===== src/rtl/scf_pkg.sv =====
package scf_pkg;

    typedef enum logic [1:0] {
        FK_NONE  = 2'd0,
        FK_SETUP = 2'd1,
        FK_HOLD  = 2'd2,
        FK_SPARE = 2'd3
    } fault_kind_e;

    typedef enum logic {
        MODE_CAPTURE = 1'b0,
        MODE_SHIFT   = 1'b1
    } chain_mode_e;

endpackage


===== src/rtl/scf_cfg_bank.sv =====
module scf_cfg_bank #(
    parameter int LEN = 8,
    parameter int AW  = 3
) (
    input  logic              clk,
    input  logic              rst,
    input  scf_pkg::chain_mode_e mode,
    input  logic              we,
    input  logic [AW-1:0]     addr,
    input  logic [1:0]        kind_in,
    output logic [2*LEN-1:0]  kind_flat
);
    import scf_pkg::*;

    for (genvar g = 0; g < LEN; g++) begin : g_slot
        logic [1:0] slot_r;
        always_ff @(posedge clk) begin
            if (rst) begin
                slot_r <= FK_NONE;
            end else if (mode == MODE_CAPTURE && we && addr == AW'(g)) begin
                slot_r <= kind_in;
            end
        end
        assign kind_flat[2*g +: 2] = slot_r;
    end

endmodule


===== src/rtl/scf_route.sv =====
module scf_route #(
    parameter int LEN = 8
) (
    input  scf_pkg::chain_mode_e mode,
    input  logic              serial_in,
    input  logic [LEN-1:0]    cell_q,
    input  logic [2*LEN-1:0]  kind_flat,
    output logic [LEN-1:0]    cell_in,
    output logic              serial_out
);
    import scf_pkg::*;

    // Sweep from the input end downstream; a hold-faulty cell forwards the
    // running value instead of its register, so pass-through runs stay acyclic.
    always_comb begin
        logic carry;
        carry = serial_in;
        cell_in = '0;
        for (int i = LEN - 1; i >= 0; i--) begin
            cell_in[i] = carry;
            if (mode == MODE_SHIFT && fault_kind_e'(kind_flat[2*i +: 2]) == FK_HOLD) begin
                carry = carry;
            end else begin
                carry = cell_q[i];
            end
        end
        serial_out = carry;
    end

endmodule


===== src/rtl/scf_cell_array.sv =====
module scf_cell_array #(
    parameter int LEN = 8
) (
    input  logic              clk,
    input  logic              rst,
    input  scf_pkg::chain_mode_e mode,
    input  logic [LEN-1:0]    cell_in,
    input  logic [LEN-1:0]    cap_in,
    input  logic [2*LEN-1:0]  kind_flat,
    output logic [LEN-1:0]    cell_q
);
    import scf_pkg::*;

    for (genvar g = 0; g < LEN; g++) begin : g_cell
        logic        q_r;
        logic        stage_r;
        fault_kind_e kind;

        assign kind = fault_kind_e'(kind_flat[2*g +: 2]);

        // stage_r holds the value that arrived at the previous shift edge;
        // a setup-faulty cell loads it instead of the fresh arrival.
        always_ff @(posedge clk) begin
            if (rst) begin
                q_r     <= 1'b0;
                stage_r <= 1'b0;
            end else begin
                unique case (mode)
                    MODE_SHIFT: begin
                        stage_r <= cell_in[g];
                        q_r     <= (kind == FK_SETUP) ? stage_r : cell_in[g];
                    end
                    MODE_CAPTURE: begin
                        stage_r <= cap_in[g];
                        q_r     <= cap_in[g];
                    end
                endcase
            end
        end

        assign cell_q[g] = q_r;
    end

endmodule


===== src/rtl/scan_fault_chain.sv =====
module scan_fault_chain #(
    parameter int LEN = 8,
    localparam int AW = (LEN > 1) ? $clog2(LEN) : 1
) (
    input  logic           clk,
    input  logic           rst,
    input  logic           scan_en,
    input  logic           scan_in,
    input  logic [LEN-1:0] capture_in,
    input  logic           cfg_we,
    input  logic [AW-1:0]  cfg_addr,
    input  logic [1:0]     cfg_kind,
    output logic           scan_out
);
    import scf_pkg::*;

    chain_mode_e      mode;
    logic [LEN-1:0]   cell_q;
    logic [LEN-1:0]   cell_in;
    logic [2*LEN-1:0] kind_flat;

    assign mode = scan_en ? MODE_SHIFT : MODE_CAPTURE;

    scf_cfg_bank #(.LEN(LEN), .AW(AW)) u_cfg (
        .clk       (clk),
        .rst       (rst),
        .mode      (mode),
        .we        (cfg_we),
        .addr      (cfg_addr),
        .kind_in   (cfg_kind),
        .kind_flat (kind_flat)
    );

    scf_route #(.LEN(LEN)) u_route (
        .mode       (mode),
        .serial_in  (scan_in),
        .cell_q     (cell_q),
        .kind_flat  (kind_flat),
        .cell_in    (cell_in),
        .serial_out (scan_out)
    );

    scf_cell_array #(.LEN(LEN)) u_cells (
        .clk       (clk),
        .rst       (rst),
        .mode      (mode),
        .cell_in   (cell_in),
        .cap_in    (capture_in),
        .kind_flat (kind_flat),
        .cell_q    (cell_q)
    );

endmodule


===== config.mk =====
export PLATFORM = sky130hd
export DESIGN_NAME = scan_fault_chain
export DESIGN_NICKNAME = d
export VERILOG_FILES = /design/src/rtl/scf_pkg.sv /design/src/rtl/scf_cfg_bank.sv /design/src/rtl/scf_route.sv /design/src/rtl/scf_cell_array.sv /design/src/rtl/scan_fault_chain.sv
export SDC_FILE = /design/constraint.sdc
export NUM_CORES = 1
export LEC_CHECK = 0
export ABC_AREA = 1
export BUFFER_PORTS_ARGS = -buffer_cell sky130_fd_sc_hd__buf_2
export CORE_UTILIZATION = 58
export DETAILED_ROUTE_END_ITERATION = 12
export PLACE_DENSITY_LB_ADDON = 0.05
export SLEW_MARGIN = 30
export SYNTH_ARGS = -nofsm -noshare
export SYNTH_HDL_FRONTEND = slang
export SYNTH_HIERARCHICAL = 1
export SYNTH_SLANG_ARGS = --single-unit

===== constraint.sdc =====
create_clock -name clk -period 1.75 [get_ports clk]
set_input_delay 0.2625 -clock clk [delete_from_list [all_inputs] [get_ports clk]]
set_output_delay 0.2625 -clock clk [all_outputs]
set_load 0.05 [all_outputs]

==> impl.org, run 1 <==
** Clocking
- Number of buffers between clock root and the deepest sink :: 2
- TritonCTS built the clock tree.
- Total clock sinks :: 32
- After clock tree synthesis, the clock-pin slew on the worst setup and hold paths is 0.10 ns.
- Clock buffers created by TritonCTS :: 5
- Hold repair after CTS inserted 0 buffers.
- Clock latency on the worst-skew pair, taken at its later pin, is 0.33 ns.
- Maximum level of the CTS H-tree :: 2
- The tree is rooted in a sky130_fd_sc_hd__clkbuf_4.

** Cells and area
- Fraction of final layout cells sized beyond drive strength 1 :: 24.1%
- FILL cells :: 275
- Cells fill 70.6% of the core in the end.
- Summing all multi-input logic gate instances after layout gives 875 sq um.
- Storage cell area :: between 600 and 700 sq um
- Compared with the post-synthesis result, the final layout area differs by 12.4%.
- ANT cells :: 0
- For this run, the post-layout net count is about 310.

** Placement
- The count of buffers added on input and output ports is 18.
- GPL Wtd Cong :: 0.747
- Post-place setup slack :: -0.0512 ns
- After legalization and detailed placement, the total HPWL measured roughly 2400 um.

** Synth
- Library cell with the highest instance count after synthesis :: sky130_fd_sc_hd__nand2_1
- Warnings from Yosys :: 6
- Leading post-synthesis cells by cell area :: sky130_fd_sc_hd__dfxtp_1 (36%), sky130_fd_sc_hd__nand2_1 (15%), sky130_fd_sc_hd__nor2_1 (9.8%)
- Synthesized cell area :: 1760 sq um
- Yosys top cell by area :: sky130_fd_sc_hd__dfxtp_1
- Leading post-synthesis cells by instance count :: sky130_fd_sc_hd__nand2_1 (71), sky130_fd_sc_hd__nor2_1 (46), sky130_fd_sc_hd__inv_1 (37), sky130_fd_sc_hd__dfxtp_1 (32), sky130_fd_sc_hd__nand3_1 (25)
- Number of flops mapped to enable cells by yosys :: 0
- Counting distinct cell types in the post-synthesis netlist gives 25.
- Number of flip-flops and latches in the synthesized netlist :: 32
- Counting every instance in the synthesized netlist gives 269.
- Mean instance size in the synthesized netlist :: 6.55 sq um
- After synthesis, the largest area contributor takes up between 30 and 40% of total cell area.
- In the synthesized netlist the dominant register cell turns out to be sky130_fd_sc_hd__dfxtp_1.
- FFs w/ async S/R, synth :: 0%
- Counting every net in the synthesized netlist gives 287.
- Of the synthesized area, sequential elements account for between 30% and 40%.

** STA
- Tightest Pin Transition :: about 0.45 ns
- Total Negative Setup Slacks :: -0.152 ns
- Final critical-path setup slack :: -0.152 ns
- Shortest period the worst path allows :: 1.90 ns
- Number of pins with negative max-slew slack in the final report :: 0
- Final hold vios :: 0
- Post-route clock period utilization :: 109%
- Setup violations remaining at the end of the flow were counted as 1.
- Unrepaired setup endpoints after global routing :: true
- Post-Route Skew :: ~0.011 ns
- For this run, the top clock speed supported by timing is between 500 and 600 MHz.
- The worst pin sits at a relative slew slack of 69.8%.
- The tightest hold path in the finished design has a slack of 0.194 ns.

** Routing
- Signal routing reaches up to met4.
- Detail-routed net length per standard cell :: 10.0 um
- After detailed routing, the number of remaining DRC violations is 2.
- Detailed-routed wire length on met2 :: approximately 1300 um
- Number of nets with antenna violations after detailed routing :: 0
- The first detailed-routing pass ran for 8 iterations.
- Met3 wire length :: 129 um
- Metal1 wirelength :: about 1800 um
- The routed layout has 1518 vias.
- Via-to-Cell Ratio :: roughly 4.7
- Total Routed Length :: 3260 um
- The first routing iteration left 72 violations.

** Worst setup path
- The endpoint identified for the worst register-to-register timing path is u_cells/g_cell[0].q_r.
- Max Fanout on Critical Path :: 3
- In this run the critical register-to-register path is launched from u_cfg/g_slot[7].slot_r[1].
- Launching element of the worst setup path :: u_cfg/g_slot[7].slot_r[1]
- Data on the critical path is required at its endpoint by 1.49 ns.
- Setup CP Type :: register to output pin
- Type of element capturing the critical path :: output pin
- Reg-to-reg setup timing slack :: 0.11 ns
- For the worst flop-to-flop path, the logic depth is 13.
- Critical path launch point type :: register
- Data on the critical path arrives at its endpoint at 1.64 ns.

** GRT
- Maximum number of pins on one net before global-route repair :: 17
- The via count of the first global-routing pass came to 1415.
- The first global-routing pass estimated 5870 um of wire.
- The initial antenna violation count was 0.
- Global routing used 23.2% of the available tracks across all layers.
- Global route overflow :: 0

** Floorplanning
- The core region is 2810 sq um.
- Measured along the y axis, the die boundary spans 57.1 um.
- The die covers approximately 3300 sq um.
- Io pins :: 19
- Measured along the x axis, the die boundary spans 57.1 um.
- Starting density of the core :: about 63%
- Cell Rows :: 19

** Worst hold path
- The worst hold path terminates at u_cells/g_cell[7].stage_r.
- The startpoint identified for the worst hold timing path is scan_in.
- The worst hold path belongs to the class primary input to register.
- Hold Path Cell Cnt :: 3

** Run
- Max-Cap Viols :: 0

** Status
- Violations in the final reports :: DRC, setup timing
- The flow ran to the end, but the final reports show violations.

** Power and ir drop
- Power spread over the standard cell area amounts to 712 nW/um^2.
- Worst IR Drop VDD :: roughly 0.45 mV
- The analysis attributes to cell leakage a power of 0.933 nW.
- Design Power :: 0.00141 W
[logic make-up (layout without fill, tap and decap cells)]
family	after synthesis	count (layout)	share of synthesized area [%]
flip-flops	32	32	36.4
buffers and inverters	54	80	15.1
AND/OR/NAND/NOR	163	163	42.0
AO/OA/AOI/OAI	20	20	6.53
[state kept, by name (all words and copies together), names as in the netlist]
signal / count
u_cells/g_cell.stage_r: 8
u_cfg/g_slot.slot_r: 16
u_cells/g_cell.q_r: 8
[layout by cell type (no fill, tap or decap)]
cell / n
sky130_fd_sc_hd__o21ai_2: 1
sky130_fd_sc_hd__nand3b_1: 1
sky130_fd_sc_hd__buf_4: 15
sky130_fd_sc_hd__nand3_1: 23
sky130_fd_sc_hd__buf_2: 17
sky130_fd_sc_hd__o21ai_0: 2
sky130_fd_sc_hd__nand2_4: 2
sky130_fd_sc_hd__nor2_4: 1
sky130_fd_sc_hd__or2_2: 2
sky130_fd_sc_hd__or2_1: 1
sky130_fd_sc_hd__nor2_2: 2
sky130_fd_sc_hd__and2_1: 1
sky130_fd_sc_hd__a21oi_1: 16
sky130_fd_sc_hd__nand4_1: 1
sky130_fd_sc_hd__clkinv_2: 2
sky130_fd_sc_hd__nand2_2: 2
sky130_fd_sc_hd__inv_2: 3
sky130_fd_sc_hd__nand3_2: 10
sky130_fd_sc_hd__inv_1: 36
sky130_fd_sc_hd__nor2_1: 45
sky130_fd_sc_hd__o21ai_4: 1
sky130_fd_sc_hd__dfxtp_1: 28
sky130_fd_sc_hd__dfxtp_2: 4
sky130_fd_sc_hd__clkbuf_4: 5
sky130_fd_sc_hd__nand2_1: 70
sky130_fd_sc_hd__and2_2: 2
sky130_fd_sc_hd__clkbuf_8: 1
sky130_fd_sc_hd__buf_8: 1
[power by group]
group / internal [W] / switching [W]
logic: 0.0000816 / 0.000115
registers: 0.000758 / 0.0000160
clock network: 0.000191 / 0.000247
total: 0.00103 / 0.000378
[metal layers]
metal	track usage [%]	vias to the layer above
li1	-	866
met1	32.2	619
met2	35.3	28
met3	5.44	5
met4	8.36	0
met5	0	-
[worst max-delay path by stage]
stage	to	slack, ns
after floorplan	scan_out	0.13
after global placement	scan_out	-0.02
after detailed placement	scan_out	-0.05
after CTS	scan_out	-0.15
after global routing	scan_out	-0.32
final	scan_out	-0.15
[timing repair]
item	CTS	global route
buffers inserted	3	1
pin swaps	1	1
endpoints found under the setup margin	1	1
gates resized for setup	10	3
cloned	0	0
endpoints found under the hold margin	0	0
[metrics by stage]
step                      cells  cell area (sq um)
final                       326               1980
after CTS                   325               1960
after detailed placement    314               1850
after floorplan             269               1760
after global placement      314               1850
after global routing        326               1980
[final cells by class]
cell class,instances,share of cell area (%)
Clock buffer,6,2.59
Clock inverter,2,0.506
Timing Repair Buffer,33,10.7
Multi-Input combinational cell,183,44.2
Inverter,39,7.40
Sequential cell,32,32.6
Tap cell,31,1.96
[worst max-delay path: stages (launching register included)]
cell and delay [ns]:
sky130_fd_sc_hd__dfxtp_2 0.37, sky130_fd_sc_hd__nand4_1 0.15, sky130_fd_sc_hd__nand3_2 0.12, sky130_fd_sc_hd__nand3_2 0.08, sky130_fd_sc_hd__nand3_2 0.08, sky130_fd_sc_hd__nand3_2 0.07, sky130_fd_sc_hd__nand3_2 0.08, sky130_fd_sc_hd__nand3_2 0.08
sky130_fd_sc_hd__nand3_2 0.08, sky130_fd_sc_hd__nand2_2 0.05, sky130_fd_sc_hd__buf_8 0.15
No activity file was read; power rests on OpenSTA's default activity.
==> run 2: changes to the inputs <==
--- a/config.mk
+++ b/config.mk
@@ -5,7 +5,6 @@
 export SDC_FILE = /design/constraint.sdc
 export NUM_CORES = 1
 export LEC_CHECK = 0
-export ABC_AREA = 1
 export BUFFER_PORTS_ARGS = -buffer_cell sky130_fd_sc_hd__buf_2
 export CORE_UTILIZATION = 58
 export DETAILED_ROUTE_END_ITERATION = 12
==> impl.org, run 2 <==
** STA
- Tightest hold margin :: 0.173 ns (-0.0203 ns)
- Achievable clock frequency :: 536 MHz (+1.9%)
- The ratio of final minimum period to clock period is 107% (-2.0 points).
- The minimum period implied by the final worst setup slack is 1.87 ns (-0.0357 ns).
- The final-report setup violation count was 1 (unchanged).
- Relative slew slack :: 67.2% (-2.6 points)
- Final critical-path setup slack :: -0.116 ns (+0.0357 ns)
- The count of final max-slew check failures was 0 (unchanged).
- Final hold vios :: 0 (unchanged)
- The largest clock skew in the final design came to 0.0106 ns (-0.000727 ns).
- The slew at the pin closest to its max-slew limit is 0.493 ns (+0.0401 ns).
- Unrepaired setup endpoints after global routing :: true

** Cells and area
- Commonest non-fill, non-tap cell in the layout :: sky130_fd_sc_hd__nand2b_1
- The number of flip-flops in the largest register is 16 (unchanged).
- The number of fillers in the final layout is 259 (-5.8%).
- The share of layout cells above drive strength 1 is 34.4% (+10 points).
- Final Net Count :: 233 (-25%)
- Leaving out fill and tap cells, the most frequent cells in the layout are sky130_fd_sc_hd__nand2b_1 (26), sky130_fd_sc_hd__mux2i_1 (24), sky130_fd_sc_hd__dfxtp_1 (23), sky130_fd_sc_hd__buf_2 (17), sky130_fd_sc_hd__buf_4 (14).
- Post-Route Utilization :: 69.2% (-1.3 points)
- The antenna diode instance count was 0 (unchanged).
- From synthesis to final layout, the design area changed by 12.1%.
- The register with the most flip-flops in the final layout is u_cfg/g_slot.slot_r.
- The largest registers in the layout are u_cfg/g_slot.slot_r x16, u_cells/g_cell.q_r x8, u_cells/g_cell.stage_r x8.
- Post-route non-filler standard cell count :: 259 (-21%)

** Placement
- Placed wire-length estimate after detailed placement :: 2720 um (+12%)
- Total placed cells including tap cells :: 247 (-21%)
- Post-place setup slack :: -0.0628 ns (-0.0115 ns)
- The count of buffers inserted at the top-level ports was 18 (unchanged).
- The weighted congestion reported at the end of routability-driven placement is 0.766 (+2.6%).

** Routing
- The via density per instance is 5.52 (+19%).
- The first-iteration detailed-routing DRC count was 47 (-35%).
- Total Routed Length :: 3680 um (+13%)
- Detailed-routed wire length on met2 :: 1760 um (+33%)
- First-pass detailed-route iteration total :: 4 (-4)
- The length of routed wiring on met1 came to 1710 um (-3.0%).
- The average wire per standard cell was 14.2 um (+42%).
- Overall via count from detail_route :: 1430 (-5.8%)
- The number of DRC violations after detailed routing is 0 (-2).
- Met3 wire length :: 132 um (+2.3%)
- Top Layer Used :: met4
- The final antenna-violating net count came to 0 (unchanged).

** Worst setup path
- Endpoint required time on the critical path :: 1.49 ns (about the same)
- Tracing the worst setup path back leads to its startpoint at u_cfg/g_slot[5].slot_r[0].
- Launching point of the worst reg2reg path :: u_cfg/g_slot[5].slot_r[0]
- The largest fanout of any net on the critical path is 4 (+1).
- Crit-path slowest cell :: sky130_fd_sc_hd__dfxtp_2
- The signal on the critical path passes through and3b_4 > o21a_4 > nand4_1 > a31oi_2 > buf_6.
- The worst path arrival time is 1.60 ns (-0.04 ns).
- Biggest cell delay along the critical path :: 0.33 ns (-0.04 ns)
- The worst setup path is of the register to output pin kind.
- Type of element capturing the critical path :: output pin
- STA classifies the critical path startpoint as a register.

** Synth
- Among all cell types in the netlist, the one instantiated most often is sky130_fd_sc_hd__dfxtp_1.
- The number of instances in the synthesized netlist came to 193 (-28%).
- The top cell type's share of synthesized area was 33.7% (-2.7 points).
- The number of synthesized flops with an enable pin was 0 (unchanged).
- The part of the Yosys area used for sequential elements came to 33.7% (-2.7 points).
- FFs w/ async S/R, synth :: 0% (unchanged)
- The cell area after technology mapping came to 1900 sq um (+7.9%).
- The post-synthesis register bit count came to 32 (unchanged).
- Among all flip-flop cells after synthesis, the most frequent one is sky130_fd_sc_hd__dfxtp_1.
- Mean instance size in the synthesized netlist :: 9.85 sq um (+50%)
- Counting instances in the post-synthesis netlist gives the leading cell types as sky130_fd_sc_hd__dfxtp_1 (32), sky130_fd_sc_hd__nand2b_1 (26), sky130_fd_sc_hd__mux2i_1 (24), sky130_fd_sc_hd__nor2_1 (12).
- The count of yosys warnings during synthesis came to 6 (unchanged).
- Leading post-synthesis cells by cell area :: sky130_fd_sc_hd__dfxtp_1 (34%), sky130_fd_sc_hd__mux2i_1 (13%), sky130_fd_sc_hd__nand2b_1 (8.6%)
- The number of distinct library cells after synthesis is 44 (+76%).
- Summed over all instances, the cell type with the most area after synthesis is sky130_fd_sc_hd__dfxtp_1.
- The number of nets in the synthesized netlist is 211 (-26%).

** Power and ir drop
- Power per standard cell area :: 643 nW/um^2 (-9.7%)
- Worst IR Drop VDD :: 0.496 mV (+10%)
- Reported leakage power :: 0.959 nW (+2.8%)

** Clocking
- The number of sinks driven by the clock tree is 32 (unchanged).
- TritonCTS built the clock tree.
- The H-tree depth is 2 (unchanged).
- CTS placed an instance of sky130_fd_sc_hd__clkbuf_4 at the clock tree root.
- The clock latency at the later pin of the worst-skew pair came to 0.34 ns (about the same).
- The register clock-pin slew on the reported worst setup and hold paths came to 0.10 ns (about the same).
- Number of buffers between clock root and the deepest sink :: 2 (unchanged)
- The total CTS buffers is 5 (unchanged).

** Floorplanning
- The floorplan row count was 20 (+1).
- Chip height :: 59.2 um (+3.7%)
- Core box area :: 3080 sq um (+9.7%)
- Starting density of the core :: 61.7% (-1.1 points)
- Die outline width :: 59.2 um (+3.7%)
- Io pins :: 19 (unchanged)
- The die area was 3510 sq um (+7.6%).

** GRT
- Global route overflow :: 0 (unchanged)
- Global-route wire length before repair :: 6180 um (+5.4%)
- The via count of the first global-routing pass was 1395 (-1.4%).
- Initial antenna violation count :: 0 (unchanged)
- The largest net degree at the start of global routing is 35 (+18).
- The overall fraction of global-route tracks in use is 24.3% (+1.1 points).

** Status
- Violations in the final reports :: setup timing
- Status :: finished, violations left

** Run
- Max-Cap Viols :: 0 (unchanged)

** Worst hold path
- The path class of the tightest hold or removal check is primary input to register.
- Worst min-delay path startpoint :: capture_in[0]
-- run 2: changes by cell type after synthesis, sizes merged, moves of 8 or more --
| cell | previous run | this run |
|---|---|---|
| a21oi | 16 | 2 |
| a311oi | 0 | 8 |
| inv | 39 | 10 |
| mux2i | 0 | 25 |
| nand2 | 74 | 10 |
| nand2b | 0 | 26 |
| nand3 | 33 | 2 |
| nor2 | 48 | 12 |
| o21bai | 0 | 8 |
-- run 2: worst max-delay path, delay by kind of cell (launching register included) --
family | cells | cell delay (ns)
AND/OR/NAND/NOR | 2 | 0.45
flip-flops | 1 | 0.33
AO/OA/AOI/OAI | 2 | 0.31
buffers and inverters | 1 | 0.18
-- run 2: cells by family (layout without fill, tap and decap cells) --
kind of cell	count (synthesis)	in the layout	synth area share (%)
multiplexers	27	27	15.2
flip-flops	32	32	33.7
AO/OA/AOI/OAI	28	28	13.8
AND/OR/NAND/NOR	79	79	28.4
buffers and inverters	27	49	8.82
-- run 2: repair_timing --
item                       4_1_cts  5_1_grt
hold buffers                     0        0
setup endpoints to repair        2        2
cloned                           0        0
pin swaps                        4        1
gates resized for setup         14        4
hold endpoints to repair         0        0
setup buffers                    5        0
-- run 2: power breakdown --
part | total (W) | internal, W | switching [W]
Clock | 0.000395 | 0.000148 | 0.000247
Sequential | 0.000774 | 0.000758 | 0.0000154
Combinational | 0.000201 | 0.0000963 | 0.000104
Total | 0.00137 | 0.00100 | 0.000367
-- run 2: path summary, 6_finish.rpt --
check	end	slack, ns	cells past startpoint
worst min register to register	u_cfg/g_slot[1].slot_r[1]	0.52	2
worst min-delay path	u_cells/g_cell[0].stage_r	0.17	3
worst max register to register	u_cells/g_cell[0].q_r	0.05	7
worst max-delay path	scan_out	-0.12	5
-- run 2: stage by stage --
step / cell area (sq um) / total power, W / setup TNS (ns)
2_1_floorplan: 1910 / 0.000943 / 0
3_3_place_gp: 1990 / 0.000973 / 0
3_5_place_dp: 1990 / 0.000984 / -0.0628
4_1_cts: 2120 / 0.00138 / -0.173
5_1_grt: 2130 / 0.00144 / -0.272
6_report: 2130 / 0.00137 / -0.116
-- run 2: per-layer routing --
layer / vias up / GRT usage (%)
met4: 0 / 10.9
li1: 716 / -
met2: 24 / 39.8
met5: - / 0
met1: 680 / 29.4
met3: 10 / 6.77
-- run 2: final cells by class --
cell class	instances	area [sq um]	share of cell area (%)
inverters	10	37.5	1.76
clock buffers	6	41.3	1.94
flip-flops and latches	32	652	30.6
repair buffers	32	201	9.45
clock inverters	1	5.00	0.235
well taps	44	55.1	2.58
multi-input cells	134	1140	53.4
==> run 3: changes to the inputs <==
--- a/config.mk
+++ b/config.mk
@@ -6,7 +6,7 @@
 export NUM_CORES = 1
 export LEC_CHECK = 0
 export BUFFER_PORTS_ARGS = -buffer_cell sky130_fd_sc_hd__buf_2
-export CORE_UTILIZATION = 58
+export CORE_UTILIZATION = 55
 export DETAILED_ROUTE_END_ITERATION = 12
 export PLACE_DENSITY_LB_ADDON = 0.05
 export SLEW_MARGIN = 30
==> impl.org, run 3 (same netlist as run 2, synthesis figures left out) <==
** Cells and area
- The post-route non-filler standard cell count was 258 (-0.39%).
- The share of layout cells above drive strength 1 was 34.6% (+0.16 points).
- In the final layout, the registers with the most flip-flops are u_cfg/g_slot.slot_r x16, u_cells/g_cell.q_r x8, u_cells/g_cell.stage_r x8.
- The antenna diode instance count was 0 (unchanged).
- Layout Area Growth over Synthesis :: 12.0% (about the same)
- Max reg flops :: 16 (unchanged)
- Largest Register :: u_cfg/g_slot.slot_r
- The number of fillers in the final layout came to 273 (+5.4%).
- The post-layout net count is 231 (-0.86%).
- Commonest non-fill, non-tap cell in the layout :: sky130_fd_sc_hd__nand2b_1
- The post-route cell area is 2130 sq um (about the same).
- Storage cell area :: 656 sq um (+0.58%)
- The area taken by multi-input logic gates was 1130 sq um (-0.44%).
- In the layout the commonest cells are sky130_fd_sc_hd__nand2b_1 (26), sky130_fd_sc_hd__mux2i_1 (24), sky130_fd_sc_hd__dfxtp_1 (22), sky130_fd_sc_hd__buf_2 (17).

** Clocking
- Clock tree from TritonCTS :: yes
- Latest clock arrival within the worst-skew pair :: 0.34 ns (about the same)
- Total clock sinks :: 32 (unchanged)
- The register clock-pin slew on the reported worst setup and hold paths came to 0.10 ns (about the same).
- Clock buffers created by TritonCTS :: 5 (unchanged)
- Maximum level of the CTS H-tree :: 2 (unchanged)
- The tree is rooted in a sky130_fd_sc_hd__clkbuf_4.
- Number of buffers between clock root and the deepest sink :: 2 (unchanged)

** Status
- Violations in the final reports :: setup timing
- Status :: finished, violations left

** Worst setup path
- Endpoint required time on the critical path :: 1.49 ns (about the same)
- Arrival @ worst endpoint :: 1.62 ns (+0.02 ns)
- STA classifies the critical path endpoint as an output pin.
- STA classifies the critical path startpoint as a register.
- The critical path goes through and2b_2 > o22ai_2 > a211oi_2 > a31oi_2 > buf_6.
- Setup CP Type :: register to output pin
- Critical path buffers and inverters :: 1 (unchanged)
- Launching point of the worst reg2reg path :: u_cfg/g_slot[7].slot_r[0]
- End of the worst register-to-register path :: u_cells/g_cell[2].q_r
- The maximum cell stage delay along the critical path was 0.38 ns (+0.05 ns).
- The reg-to-reg setup timing slack was 0.07 ns (+0.02 ns).
- The largest fanout of any net on the critical path came to 5 (+1).
- In this design, the largest share of critical-path delay is due to compound AO/OA/AOI/OAI gates.
- Crit-path slowest cell :: sky130_fd_sc_hd__dfxtp_4
- The worst reg2reg path depth is 7 (unchanged).

** Floorplanning
- Core box area :: 3150 sq um (+2.4%)
- Io pins :: 19 (unchanged)
- Cell Rows :: 20 (unchanged)
- Die outline width :: 60.8 um (+2.6%)
- The die span in y is 60.8 um (+2.6%).
- The die area is 3690 sq um (+5.3%).
- Starting density of the core :: 60.3% (-1.5 points)

** STA
- Tightest hold margin :: 0.178 ns (+0.00485 ns)
- Total Negative Setup Slacks :: -0.130 ns (-0.0144 ns)
- The minimum period implied by the final worst setup slack came to 1.88 ns (+0.0144 ns).
- Post-route clock period utilization :: 107% (+0.83 points)
- Number of pins with negative max-slew slack in the final report :: 0 (unchanged)
- Final critical-path setup slack :: -0.130 ns (-0.0144 ns)
- The slew at the pin closest to its max-slew limit came to 0.332 ns (-0.161 ns).
- Unrepaired setup endpoints after global routing :: true
- The number of hold violations in the final report is 0 (unchanged).
- The largest clock skew in the final design was 0.00682 ns (-0.00375 ns).
- The remaining max-slew budget at the tightest pin came to 77.9% (+11 points).
- The final-report setup violation count came to 1 (unchanged).
- Achievable clock frequency :: 532 MHz (-0.77%)

** GRT
- The first-pass GRT wire length is 5640 um (-8.8%).
- The leftover overflow at the end of global routing is 0 (unchanged).
- Via count of the first global-routing pass :: 1286 (-7.8%)
- The initial antenna violation count is 0 (unchanged).
- Maximum number of pins on one net before global-route repair :: 22 (-37%)
- The overall fraction of global-route tracks in use came to 21.7% (-2.6 points).

** Placement
- The placed instance count was 247 (unchanged).
- The post-placement cell area was 1990 sq um (unchanged).
- The final HPWL from detailed placement is 2640 um (-2.9%).
- Number of buffer cells added on primary ports :: 18 (unchanged)
- GPL Wtd Cong :: 0.743 (-3.0%)

** Routing
- The final antenna-violating net count was 0 (unchanged).
- First-pass detailed-route iteration total :: 4 (unchanged)
- The wire length after detailed routing is 3650 um (-0.87%).
- DRC errors left :: 0 (unchanged)
- Detail-routed net length per standard cell :: 14.2 um (-0.48%)
- Via-to-Cell Ratio :: 5.41 (-2.1%)
- 1st-iter DRT viols :: 39 (-17%)
- Overall via count from detail_route :: 1395 (-2.4%)

** Power and ir drop
- Fraction of power spent switching nets :: 26.5% (-0.26 points)
- The reported leakage power was 0.954 nW (-0.48%).
- The maximum ir drop on the vdd rail was 0.485 mV (-2.3%).
- The power per cell area was 668 nW/um^2 (+3.9%).
- The total power draw came to 0.00142 W (+3.8%).
- Flop pwr share :: 54.3% (-2.2 points)
- The internal power component was 0.00104 W (+4.2%).
- The relative contribution of combinational cells to total power was 14.0% (-0.7 points).
- Relative contribution of the clock network to total power :: 31.7% (+2.9 points)
- The switching power total came to 0.000377 W (+2.8%).

** Worst hold path
- Path type of the worst min-delay path :: primary input to register
- The startpoint identified for the worst hold timing path is capture_in[7].
- Capture endpoint of the worst hold path :: u_cells/g_cell[7].stage_r
- The instance count along the most critical hold path was 3 (unchanged).

** Run
- The number of maximum-capacitance constraint violations came to 0 (unchanged).
-- run 3: final cells by class --
cell class | instances | area share, %
Clock buffer | 6 | 2.41
Clock inverter | 2 | 0.470
Inverter | 10 | 1.76
Multi-Input combinational cell | 134 | 53.2
Sequential cell | 32 | 30.8
Tap cell | 44 | 2.59
Timing Repair Buffer | 30 | 8.75
-- run 3: power by group through the flow --
stage | Sequential (W) | Combinational, W | Clock (W)
2_1_floorplan | 0.000783 | 0.000161 | 0
3_3_place_gp | 0.000788 | 0.000183 | 0
3_5_place_dp | 0.000789 | 0.000191 | 0
4_1_cts | 0.000773 | 0.000196 | 0.000473
5_1_grt | 0.000775 | 0.000216 | 0.000502
6_report | 0.000772 | 0.000199 | 0.000451
-- run 3: per-layer routing --
layer	GRT usage [%]	vias up	routed length (um)
met5	0	-	0
met4	9.74	0	69
met3	6.40	7	131
met2	35.6	19	1690
met1	26.2	656	1760
li1	-	713	-
-- run 3: repair_timing --
action,in CTS,in global routing
gates resized for setup,12,7
pin swaps,4,2
hold endpoints to repair,0,0
endpoints found under the setup margin,2,2
hold buffers,0,0
setup buffers,3,0
-- run 3: worst max path at each step --
stage / cells past startpoint / from / endpoint / slack (ns)
finish: 5 / u_cfg/g_slot[4].slot_r[0] / scan_out / -0.13
global route: 5 / u_cfg/g_slot[2].slot_r[0] / scan_out / -0.20
CTS: 5 / u_cfg/g_slot[4].slot_r[0] / scan_out / -0.18
detailed placement: 7 / u_cfg/g_slot[4].slot_r[0] / u_cells/g_cell[0].q_r / -0.02
global placement: 6 / scan_en / scan_out / 0.04
floorplan: 4 / u_cfg/g_slot[2].slot_r[0] / scan_out / 0.05
-- run 3: stage by stage --
| step | util (%) | setup slack, ns |
|---|---|---|
| 2_1_floorplan | - | 0.0474 |
| 3_3_place_gp | 63.1 | 0.0407 |
| 3_5_place_dp | 63.1 | -0.0156 |
| 4_1_cts | 66.7 | -0.183 |
| 5_1_grt | 67.5 | -0.203 |
| 6_report | 67.5 | -0.130 |
-- run 3: worst reg2reg max path: cells and delay by family (launching register included) --
family          cells  cell delay (ns)
compound gates      3             0.60
buf+inv             2             0.26
flops               1             0.34
mux                 1             0.25
simple gates        1             0.15
